**src/rtl/rtg_pkg.sv**
```systemverilog
package rtg_pkg;
  // Width of one packed field (pixel or line number)
  localparam int unsigned FW = 16;

  typedef logic [FW-1:0] fld_t;

  // Two fields in one register word: hi = bits 31:16, lo = bits 15:0
  typedef struct packed {
    fld_t hi;
    fld_t lo;
  } pair_t;

  typedef enum logic {
    RUN_FREE   = 1'b0,
    RUN_LOCKED = 1'b1
  } run_mode_e;

  // Register word addresses
  localparam int unsigned REG_MODE        = 0;
  localparam int unsigned REG_LINE_LEN    = 1;
  localparam int unsigned REG_HALF_LINES  = 2;
  localparam int unsigned REG_RESTART     = 3;
  localparam int unsigned REG_WIN_START   = 4;
  localparam int unsigned REG_WIN_STOP    = 5;
  localparam int unsigned REG_WIN_START_B = 6;
  localparam int unsigned REG_WIN_STOP_B  = 7;
  localparam int unsigned REG_CH_BASE     = 16;
  localparam int unsigned REG_CH_STRIDE   = 8;

  // Offsets inside one channel block
  localparam int unsigned OFS_HS   = 0;
  localparam int unsigned OFS_VL_T = 1;
  localparam int unsigned OFS_VO_T = 2;
  localparam int unsigned OFS_VL_B = 3;
  localparam int unsigned OFS_VO_B = 4;
endpackage

```
**src/rtl/rtg_cfg_regs.sv**
```systemverilog
module rtg_cfg_regs
  import rtg_pkg::*;
#(
  parameter int unsigned NCH            = 4,
  parameter int unsigned AW             = 8,
  parameter int unsigned RST_LINE_LEN   = 20,
  parameter int unsigned RST_HALF_LINES = 20
) (
  input  logic             clk,
  input  logic             rst_n,
  input  logic             wr_en_i,
  input  logic [AW-1:0]    wr_addr_i,
  input  pair_t            wr_data_i,
  output run_mode_e        mode_o,
  output fld_t             line_len_o,
  output fld_t             half_lines_o,
  output pair_t            win_start_o,
  output pair_t            win_stop_o,
  output pair_t [NCH-1:0]  hs_o,
  output pair_t [NCH-1:0]  vl_o,
  output pair_t [NCH-1:0]  vo_o,
  output logic             restart_o
);
  localparam int unsigned CH_SH = $clog2(REG_CH_STRIDE);
  localparam int unsigned TW    = AW - CH_SH;

  localparam logic [AW-1:0] A_MODE  = AW'(REG_MODE);
  localparam logic [AW-1:0] A_LEN   = AW'(REG_LINE_LEN);
  localparam logic [AW-1:0] A_HALF  = AW'(REG_HALF_LINES);
  localparam logic [AW-1:0] A_RST   = AW'(REG_RESTART);
  localparam logic [AW-1:0] A_WS    = AW'(REG_WIN_START);
  localparam logic [AW-1:0] A_WE    = AW'(REG_WIN_STOP);
  localparam logic [AW-1:0] A_WS_B  = AW'(REG_WIN_START_B);
  localparam logic [AW-1:0] A_WE_B  = AW'(REG_WIN_STOP_B);

  localparam logic [CH_SH-1:0] O_HS   = CH_SH'(OFS_HS);
  localparam logic [CH_SH-1:0] O_VL_T = CH_SH'(OFS_VL_T);
  localparam logic [CH_SH-1:0] O_VO_T = CH_SH'(OFS_VO_T);
  localparam logic [CH_SH-1:0] O_VL_B = CH_SH'(OFS_VL_B);
  localparam logic [CH_SH-1:0] O_VO_B = CH_SH'(OFS_VO_B);

  assign restart_o = wr_en_i && (wr_addr_i == A_RST) && wr_data_i.lo[0];

  // Global registers
  always_ff @(posedge clk or negedge rst_n) begin
    if (!rst_n) begin
      mode_o       <= RUN_FREE;
      line_len_o   <= fld_t'(RST_LINE_LEN);
      half_lines_o <= fld_t'(RST_HALF_LINES);
      win_start_o  <= '0;
      win_stop_o   <= '0;
    end else if (wr_en_i) begin
      if (wr_addr_i == A_MODE)                          mode_o       <= run_mode_e'(wr_data_i.lo[0]);
      if (wr_addr_i == A_LEN)                           line_len_o   <= wr_data_i.lo;
      if (wr_addr_i == A_HALF)                          half_lines_o <= wr_data_i.lo;
      if ((wr_addr_i == A_WS) || (wr_addr_i == A_WS_B)) win_start_o  <= wr_data_i;
      if ((wr_addr_i == A_WE) || (wr_addr_i == A_WE_B)) win_stop_o   <= wr_data_i;
    end
  end


  len_wr_chk: assert property (@(posedge clk) disable iff (!rst_n)
    (wr_en_i && wr_addr_i == A_LEN) |=> (line_len_o == $past(wr_data_i.lo)));

  // Per-channel register blocks
  for (genvar ch = 0; ch < NCH; ch++) begin : g_ch
    localparam logic [TW-1:0] TAG = TW'(REG_CH_BASE / REG_CH_STRIDE + ch);

    logic             sel;
    logic [CH_SH-1:0] ofs;
    pair_t            hs_q, vl_q, vo_q;

    assign sel = wr_en_i && (wr_addr_i[AW-1:CH_SH] == TAG);
    assign ofs = wr_addr_i[CH_SH-1:0];

    always_ff @(posedge clk or negedge rst_n) begin
      if (!rst_n) begin
        hs_q <= '0;
        vl_q <= '0;
        vo_q <= '0;
      end else if (sel) begin
        if (ofs == O_HS)                      hs_q <= wr_data_i;
        if ((ofs == O_VL_T) || (ofs == O_VL_B)) vl_q <= wr_data_i;
        if ((ofs == O_VO_T) || (ofs == O_VO_B)) vo_q <= wr_data_i;
      end
    end

    assign hs_o[ch] = hs_q;
    assign vl_o[ch] = vl_q;
    assign vo_o[ch] = vo_q;


    bot_line_alias_chk: assert property (@(posedge clk) disable iff (!rst_n)
      (sel && ofs == O_VL_B) |=> (vl_o[ch] == $past(wr_data_i)));


    bot_ofs_alias_chk: assert property (@(posedge clk) disable iff (!rst_n)
      (sel && ofs == O_VO_B) |=> (vo_o[ch] == $past(wr_data_i)));
  end
endmodule

```
**src/rtl/rtg_raster_ctr.sv**
```systemverilog
module rtg_raster_ctr
  import rtg_pkg::*;
(
  input  logic      clk,
  input  logic      rst_n,
  input  fld_t      line_len_i,
  input  fld_t      half_lines_i,
  input  run_mode_e mode_i,
  input  logic      ext_sync_i,
  input  logic      restart_i,
  output fld_t      pix_o,
  output fld_t      line_o,
  output logic      top_evt_o,
  output logic      bot_evt_o
);
  fld_t pix_q, line_q;
  fld_t n_lines, bot_line;
  logic ext_q, ext_rise, realign;
  logic pix_end, last_line;

  always_comb begin
    n_lines   = half_lines_i >> 1;
    bot_line  = (half_lines_i >> 2) + fld_t'(1);
    ext_rise  = ext_sync_i && !ext_q;
    realign   = (mode_i == RUN_LOCKED) && ext_rise;
    pix_end   = (pix_q >= (line_len_i - fld_t'(1)));
    last_line = (line_q >= n_lines);
  end

  always_ff @(posedge clk or negedge rst_n) begin
    if (!rst_n) begin
      pix_q  <= '0;
      line_q <= fld_t'(1);
      ext_q  <= 1'b0;
    end else begin
      ext_q <= ext_sync_i;
      if (restart_i || realign) begin
        pix_q  <= '0;
        line_q <= fld_t'(1);
      end else if (pix_end) begin
        pix_q  <= '0;
        line_q <= last_line ? fld_t'(1) : (line_q + fld_t'(1));
      end else begin
        pix_q <= pix_q + fld_t'(1);
      end
    end
  end

  assign pix_o     = pix_q;
  assign line_o    = line_q;
  assign top_evt_o = (line_q == fld_t'(1)) && (pix_q == '0);
  assign bot_evt_o = (line_q == bot_line) && (pix_q == '0);


  pix_wrap_chk: assert property (@(posedge clk) disable iff (!rst_n)
    (pix_end && !restart_i && !realign) |=> (pix_o == '0));


  line_wrap_chk: assert property (@(posedge clk) disable iff (!rst_n)
    (pix_end && last_line && !restart_i && !realign) |=> (line_o == fld_t'(1)));


  restart_chk: assert property (@(posedge clk) disable iff (!rst_n)
    restart_i |=> top_evt_o);


  realign_chk: assert property (@(posedge clk) disable iff (!rst_n)
    (realign && !restart_i) |=> top_evt_o);


  top_pulse_chk: assert property (@(posedge clk) disable iff (!rst_n)
    (top_evt_o && line_len_i > fld_t'(1) && !restart_i && !realign) |=> !top_evt_o);
endmodule

```
**src/rtl/rtg_sync_chan.sv**
```systemverilog
module rtg_sync_chan
  import rtg_pkg::*;
(
  input  logic  clk,
  input  logic  rst_n,
  input  fld_t  pix_i,
  input  fld_t  line_i,
  input  pair_t hs_cfg_i,
  input  pair_t vl_cfg_i,
  input  pair_t vo_cfg_i,
  input  logic  clear_i,
  output logic  hsync_o,
  output logic  vsync_o
);
  fld_t hs_start, hs_stop;
  logic rise_hit, fall_hit;
  logic vs_q;

  // Horizontal pulse, wrapping when stop lies before start
  always_comb begin
    hs_start = hs_cfg_i.lo;
    hs_stop  = hs_cfg_i.hi;
    if (hs_start <= hs_stop)
      hsync_o = (pix_i >= hs_start) && (pix_i < hs_stop);
    else
      hsync_o = (pix_i >= hs_start) || (pix_i < hs_stop);
  end

  // Vertical pulse: each edge needs both line and pixel to match
  always_comb begin
    rise_hit = (line_i == vl_cfg_i.lo) && (pix_i == vo_cfg_i.lo);
    fall_hit = (line_i == vl_cfg_i.hi) && (pix_i == vo_cfg_i.hi);
    if (rise_hit)      vsync_o = 1'b1;
    else if (fall_hit) vsync_o = 1'b0;
    else               vsync_o = vs_q;
  end

  always_ff @(posedge clk or negedge rst_n) begin
    if (!rst_n)       vs_q <= 1'b0;
    else if (clear_i) vs_q <= 1'b0;
    else              vs_q <= vsync_o;
  end


  vs_rise_pos_chk: assert property (@(posedge clk) disable iff (!rst_n)
    $rose(vsync_o) |-> rise_hit);


  vs_fall_pos_chk: assert property (@(posedge clk) disable iff (!rst_n)
    $fell(vsync_o) |-> (fall_hit || $past(clear_i)));
endmodule

```
**src/rtl/rtg_window.sv**
```systemverilog
module rtg_window
  import rtg_pkg::*;
(
  input  fld_t  pix_i,
  input  fld_t  line_i,
  input  pair_t start_i,
  input  pair_t stop_i,
  output logic  active_o
);
  pair_t pos;

  // Line-major packed word: one unsigned compare orders (line, pixel)
  always_comb begin
    pos.hi   = line_i;
    pos.lo   = pix_i;
    active_o = (pos >= start_i) && (pos <= stop_i);
  end
endmodule

```
**src/rtl/raster_timing_gen.sv**
```systemverilog
module raster_timing_gen
  import rtg_pkg::*;
#(
  parameter int unsigned NCH            = 4,
  parameter int unsigned AW             = 8,
  parameter int unsigned RST_LINE_LEN   = 20,
  parameter int unsigned RST_HALF_LINES = 20
) (
  input  logic              clk,
  input  logic              rst_n,
  input  logic              cfg_wr_en,
  input  logic [AW-1:0]     cfg_addr,
  input  logic [2*FW-1:0]   cfg_wr_data,
  input  logic              ext_sync_in,
  output logic [NCH-1:0]    hsync_o,
  output logic [NCH-1:0]    vsync_o,
  output logic              active_o,
  output logic              top_field_evt_o,
  output logic              bot_field_evt_o
);
  pair_t            wr_data;
  run_mode_e        mode;
  fld_t             line_len, half_lines;
  pair_t            win_start, win_stop;
  pair_t [NCH-1:0]  hs_cfg, vl_cfg, vo_cfg;
  logic             restart;
  fld_t             pix, line;

  assign wr_data = cfg_wr_data;

  rtg_cfg_regs #(
    .NCH            (NCH),
    .AW             (AW),
    .RST_LINE_LEN   (RST_LINE_LEN),
    .RST_HALF_LINES (RST_HALF_LINES)
  ) u_cfg (
    .clk          (clk),
    .rst_n        (rst_n),
    .wr_en_i      (cfg_wr_en),
    .wr_addr_i    (cfg_addr),
    .wr_data_i    (wr_data),
    .mode_o       (mode),
    .line_len_o   (line_len),
    .half_lines_o (half_lines),
    .win_start_o  (win_start),
    .win_stop_o   (win_stop),
    .hs_o         (hs_cfg),
    .vl_o         (vl_cfg),
    .vo_o         (vo_cfg),
    .restart_o    (restart)
  );

  rtg_raster_ctr u_ctr (
    .clk          (clk),
    .rst_n        (rst_n),
    .line_len_i   (line_len),
    .half_lines_i (half_lines),
    .mode_i       (mode),
    .ext_sync_i   (ext_sync_in),
    .restart_i    (restart),
    .pix_o        (pix),
    .line_o       (line),
    .top_evt_o    (top_field_evt_o),
    .bot_evt_o    (bot_field_evt_o)
  );

  for (genvar c = 0; c < NCH; c++) begin : g_sync
    rtg_sync_chan u_chan (
      .clk      (clk),
      .rst_n    (rst_n),
      .pix_i    (pix),
      .line_i   (line),
      .hs_cfg_i (hs_cfg[c]),
      .vl_cfg_i (vl_cfg[c]),
      .vo_cfg_i (vo_cfg[c]),
      .clear_i  (restart),
      .hsync_o  (hsync_o[c]),
      .vsync_o  (vsync_o[c])
    );
  end

  rtg_window u_win (
    .pix_i    (pix),
    .line_i   (line),
    .start_i  (win_start),
    .stop_i   (win_stop),
    .active_o (active_o)
  );
endmodule

```
**config.mk**
```make
export PLATFORM = sky130hd
export DESIGN_NAME = raster_timing_gen
export DESIGN_NICKNAME = d
export VERILOG_FILES = /design/src/rtl/rtg_pkg.sv /design/src/rtl/rtg_cfg_regs.sv /design/src/rtl/rtg_raster_ctr.sv /design/src/rtl/rtg_sync_chan.sv /design/src/rtl/rtg_window.sv /design/src/rtl/raster_timing_gen.sv
export SDC_FILE = /design/constraint.sdc
export NUM_CORES = 1
export LEC_CHECK = 0
export BUFFER_PORTS_ARGS = -buffer_cell sky130_fd_sc_hd__buf_2
export CAP_MARGIN = 20
export CORE_MARGIN = 3
export CORE_UTILIZATION = 45
export CTS_CLUSTER_SIZE = 14
export DETAILED_ROUTE_END_ITERATION = 8
export PLACE_DENSITY_LB_ADDON = 0.3
export RECOVER_POWER = 100
export SLEW_MARGIN = 20
export SYNTH_ARGS = -nofsm -noshare
export SYNTH_HDL_FRONTEND = slang
export SYNTH_HIERARCHICAL = 1
export SYNTH_SLANG_ARGS = --single-unit
```
**constraint.sdc**
```tcl
create_clock -name clk -period 9.9 [get_ports clk]
set_input_delay 0.495 -clock clk [delete_from_list [all_inputs] [get_ports clk]]
set_output_delay 0.495 -clock clk [all_outputs]
set_load 0.005 [all_outputs]
```
* Yosys cells after proc, flatten, opt, wreduce, memory -nomap -nowiden
Cells that the tools add are included.
** Cells by class
- Mux-type cells :: 21
- Add/subtract/negate cells :: 4
- Magnitude comparators :: 16
- Reduce and logical (&&, ||, !) cells :: 54
- Eq/ne operators :: 33
** Operator list (count)
- 16-bit equality test :: 17
- 16-bit greater-or-equal comparator :: 5
- 16-bit 2-to-1 mux :: 5
- 16-bit less-or-equal comparator :: 4
- 16-bit < comparator :: 4
- 2-bit AND reduction :: 17
- 16-bit by 1-bit adder with 16-bit output (second input constant) :: 2
- 8-bit by 3-bit equality test with 1-bit output (second input constant) :: 4
- 32-bit greater-or-equal comparator :: 1
- 32-bit less-or-equal comparator :: 1
- 1-bit logical AND :: 23
- 16-bit by 1-bit equality test with 1-bit output (second input constant) :: 1
- 8-bit by 2-bit equality test with 1-bit output (second input constant) :: 2
- 16-bit by 15-bit greater-or-equal comparator with 1-bit output :: 1
- 16-bit zero test :: 1
- 1-bit 2-to-1 mux :: 16
- 16-bit by 1-bit subtractor with 16-bit output (second input constant) :: 1
- 14-bit by 1-bit adder with 15-bit output (second input constant) :: 1
- 5-bit by 2-bit equality test with 1-bit output (second input constant) :: 2
- 5-bit by 3-bit equality test with 1-bit output (second input constant) :: 2
- 1-bit logical OR :: 9
- 8-bit by 1-bit equality test with 1-bit output (second input constant) :: 1
- 8-bit zero test :: 1
- 3-bit by 2-bit equality test with 1-bit output (second input constant) :: 2
- other kinds (5) :: 5
** Storage, ports and cells
- Bits of input ports :: 44
- Register bits after elaboration :: 518
- Output and inout port bits :: 11

* Depth between registers and ports, before layout
- Depth after elaboration :: 5
- Depth in mapped cells :: 14
- Mapped depth without buffers :: 13

* Cells and area by module
The synthesis kept the hierarchy.
** By module, submodules not included
- rtg_cfg_regs :: cells an instance 1075, times used 1, area an instance 18138.6 um^2
- rtg_sync_chan :: cells an instance 233, times used 4, area an instance 1836.8 um^2
- rtg_raster_ctr :: cells an instance 381, times used 1, area an instance 3214.3 um^2
- rtg_window :: cells an instance 226, times used 1, area an instance 1604.0 um^2

* Worst setup path after synthesis
Ideal clock, no wire load.
- Path type :: reg2reg
- Start :: register u_cfg.line_len_o[3]
- End :: register u_ctr.pix_q[10], in the netlist u_ctr/pix_o[10]
- Setup slack :: 6459 ps
- Data arrival time :: 3309 ps
- Library setup time :: 132 ps
- Stages on the path, launching flop included :: 15
- Period minus slack after synthesis :: 3441 ps
- Buffers on the path :: 2
- Cell sequence :: dfrtp_1 -> or3_4 -> nor3_4 -> nand3_2 -> or4_4 -> nor3_2 -> xnor2_1 -> ha_1 -> nand2_1 -> nor4_1 -> a32oi_1 -> nand3_1 -> clkbuf_1 -> clkbuf_1 -> nor2_1
** On the way
- Word-level cells in the longest chain between the ends :: 4
** Ends and longest elaborated chain
- from (decl) :: line rtg_cfg_regs.sv:15 : output fld_t line_len_o,
- from (signal assigned) :: line rtg_cfg_regs.sv:48 : line_len_o <= fld_t'(RST_LINE_LEN);
- from (signal assigned) :: line rtg_cfg_regs.sv:54 : if (wr_addr_i == A_LEN) line_len_o <= wr_data_i.lo;
- 16-bit by 1-bit subtractor with 16-bit output :: line rtg_raster_ctr.sv:26 : pix_end = (pix_q >= (line_len_i - fld_t'(1)));
- 16-bit greater-or-equal comparator :: line rtg_raster_ctr.sv:26
- 16-bit 2-to-1 mux :: line rtg_raster_ctr.sv:40 : end else if (pix_end) begin
- 16-bit 2-to-1 mux :: line rtg_raster_ctr.sv:37 : if (restart_i || realign) begin
- to (signal assigned) :: line rtg_raster_ctr.sv:44 : pix_q <= pix_q + fld_t'(1);
- to (decl) :: line rtg_raster_ctr.sv:16 : fld_t pix_q, line_q;
No other way between the ends.
A chain may end at the register's enable or synchronous reset.

==> results_dict.tcl <==
set metrics [dict create \
    finClkSkew_ns 0.0280 \
    crit_path_max_fanout 138 \
    status "finished, violations left" \
    routedWlPerCell_microns 25.6 \
    antenna_found_initial 12 \
    route.met3.wl_microns 6440 \
    crit_type "input pin to asynchronous set/reset pin" \
    h-tree-depth 2 \
    met2_length_microns 42500 \
    violations "max-capacitance violations, max-slew violations" \
    synthCells 2612 \
    m1WireLength_microns 39100 \
    synth_area_sq_um 30300 \
    post_cts_buffers 0 \
    slew_violations 535 \
    io_buffers 54 \
    num_vias 21300 \
    gp_congestion 0.886 \
    clock_latency_ns 0.64 \
    peakVddDrop_mv 0.108 \
    cellPowerDensity_nw_per_um2 184 \
    placed_cells 3491 \
    grt_overflow 0 \
    period_share_pct 53.6 \
    hold_path_class "flop to flop" \
    worstHoldEndpoint "u_cfg/hs_o[24]$_DFFE_PN0P_" \
    grt_pass1_vias 22000 \
    num_io_pins 55 \
    yosysWarnings 6 \
    drv_cap 16 \
    drt_wl_total_microns 92000 \
    viasPerCell 5.92 \
    reg2regPathDepth 9 \
    r2r-start "u_ctr/pix_o[10]$_DFF_PN0_" \
    cp_data_required_time_ns 10.70 \
    hold_ws_ns 0.504 \
    cts-root-buf "clkbuf_16" \
    hold_path_startpoint "u_cfg/hs_o[24]$_DFFE_PN0P_" \
    r2r_end "u_ctr/line_o[13]$_DFFE_PN0P_" \
    grt_pass1_wl_microns 137000 \
    hold_depth 1 \
    cts_resized 0 \
    clock-sinks 517 \
    highest_layer "met5" \
    std_cell_rows 94 \
    syn_avg_cell_area_sq_um 11.6 \
    grt_setup_unrepaired "false" \
    clockBufferDepth 3 \
    worst_pin_slew_ns 4.21 \
    slew_headroom_pct -181 \
    nets 3021 \
    numCtsBuffers 56 \
    firstDrtPassIters 6 \
    r2r_slack_ns 5.00 \
    drive_above_1_share_pct 24.2 \
    syn-num-nets 2945 \
    fmax_mhz 188 \
    grt_max_degree 175 \
    dp_hpwl_microns 58200 \
    setup_viol 0 \
    p_leak_nw 17.3 \
    die_x_microns 265 \
    cp-end-kind "asynchronous set/reset pin" \
    fin_crit_ns 5.31 \
    hold_viol 0 \
    drtIter0Drc 2010 \
    die_y_microns 265 \
    startpoint_type "input pin" \
    initial_core_util_pct 45.7 \
    dieArea_sq_um 70400 \
    final_cells 3598 \
    clk_pin_slew_ns 0.06 \
    tns_ns 0 \
    syn_to_final_growth_pct 10.4 \
    drcViolationCount 0 \
    core-area_sq_um 66200 \
    crit_arrival_ns 6.11 \
    cts_tree "built" \
    track_usage_pct 26.0 \
    antenna_left 0 \
]
[layout make-up]
cell class                 instances  area, sq um
fill                            5795        32800
multi-input combinational       1774        16000
sequential                       517        12900
clock buffer                      84         1670
tap                              864         1080
inverter                         232          871
timing repair buffer             107          638
clock inverter                    18          224
antenna                            2         5.00
[layer usage]
layer | vias up | GRT usage, %
met5 | - | 0
met4 | 2 | 10.7
met3 | 232 | 4.48
met2 | 782 | 42.2
met1 | 10800 | 34.6
li1 | 9446 | -
[how the worst max path moves through the flow]
stage                                          startpoint                            to  slack (ns)  cells after the start
after floorplan           u_cfg/line_len_o[3]$_DFFE_PN0P_     u_ctr/pix_o[10]$_DFF_PN0_        6.46                     14
after global placement    u_cfg/line_len_o[3]$_DFFE_PN0P_  u_ctr/line_o[14]$_DFFE_PN0P_        6.10                     14
after detailed placement  u_cfg/line_len_o[3]$_DFFE_PN0P_  u_ctr/line_o[12]$_DFFE_PN0P_        6.11                     14
after CTS                        u_ctr/pix_o[0]$_DFF_PN0_                    hsync_o[2]        5.57                      9
after global routing                                rst_n      u_ctr/pix_o[0]$_DFF_PN0_        3.53                      4
final                                               rst_n    u_cfg/vo_o[44]$_DFFE_PN0P_        4.59                      5
[per-stage QoR]
step	cell area [sq um]	total power, mW	util [%]	setup slack, ns
finish	33400	6.16	50.5	4.59
global route	33400	6.46	50.5	3.53
CTS	33600	6.19	50.7	5.57
detailed placement	31600	4.02	47.8	6.11
global placement	31600	3.96	47.8	6.10
floorplan	30300	3.43	-	6.46
[sequential cells by signal (all words and copies together) (netlist names)]
signal / flops
u_ctr/line_o: 16
g_sync.u_chan/vs_q: 4
u_cfg/vo_o: 128
u_cfg/win_start_o: 32
u_cfg/vl_o: 128
u_cfg/mode_o: 1
u_ctr/pix_o: 16
u_cfg/win_stop_o: 32
u_cfg/line_len_o: 16
u_cfg/hs_o: 128
u_ctr/ext_q: 1
u_cfg/half_lines_o: 15
[where the power goes]
group          internal (mW)  leakage [nW]  switching (mW)
clock network           1.27         0.940           0.895
registers               2.28          7.04           0.187
logic                  0.652          9.30           0.884
[layout by cell type, fill, tap and decap left out, types with 19 or more instances in the layout]
master and instances:
dfrtp_1 511, a21oi_1 91, clkbuf_16 56, mux2_2 461, nor4_1 84, nand2_1 70
a21o_1 29, a211oi_1 20, mux2_1 19, buf_4 30, xor2_1 275, nor2_1 51
nand4_1 61, nand3_1 47, xnor2_1 28, o21ai_0 54, clkbuf_1 40, ha_1 289
buf_2 44, inv_1 232
[worst max-delay path, stage by stage]
cell           delay [ns]
dlygate4sd3_1        0.52
clkbuf_1             2.93
buf_12               0.54
clkbuf_1             1.06
buf_16               0.35
[timing repair]
item	4_1_cts	5_1_grt
hold buffers	2	0
endpoints found under the hold margin	74	0
endpoints found under the setup margin	0	0
(Power assumes the default switching activity.)
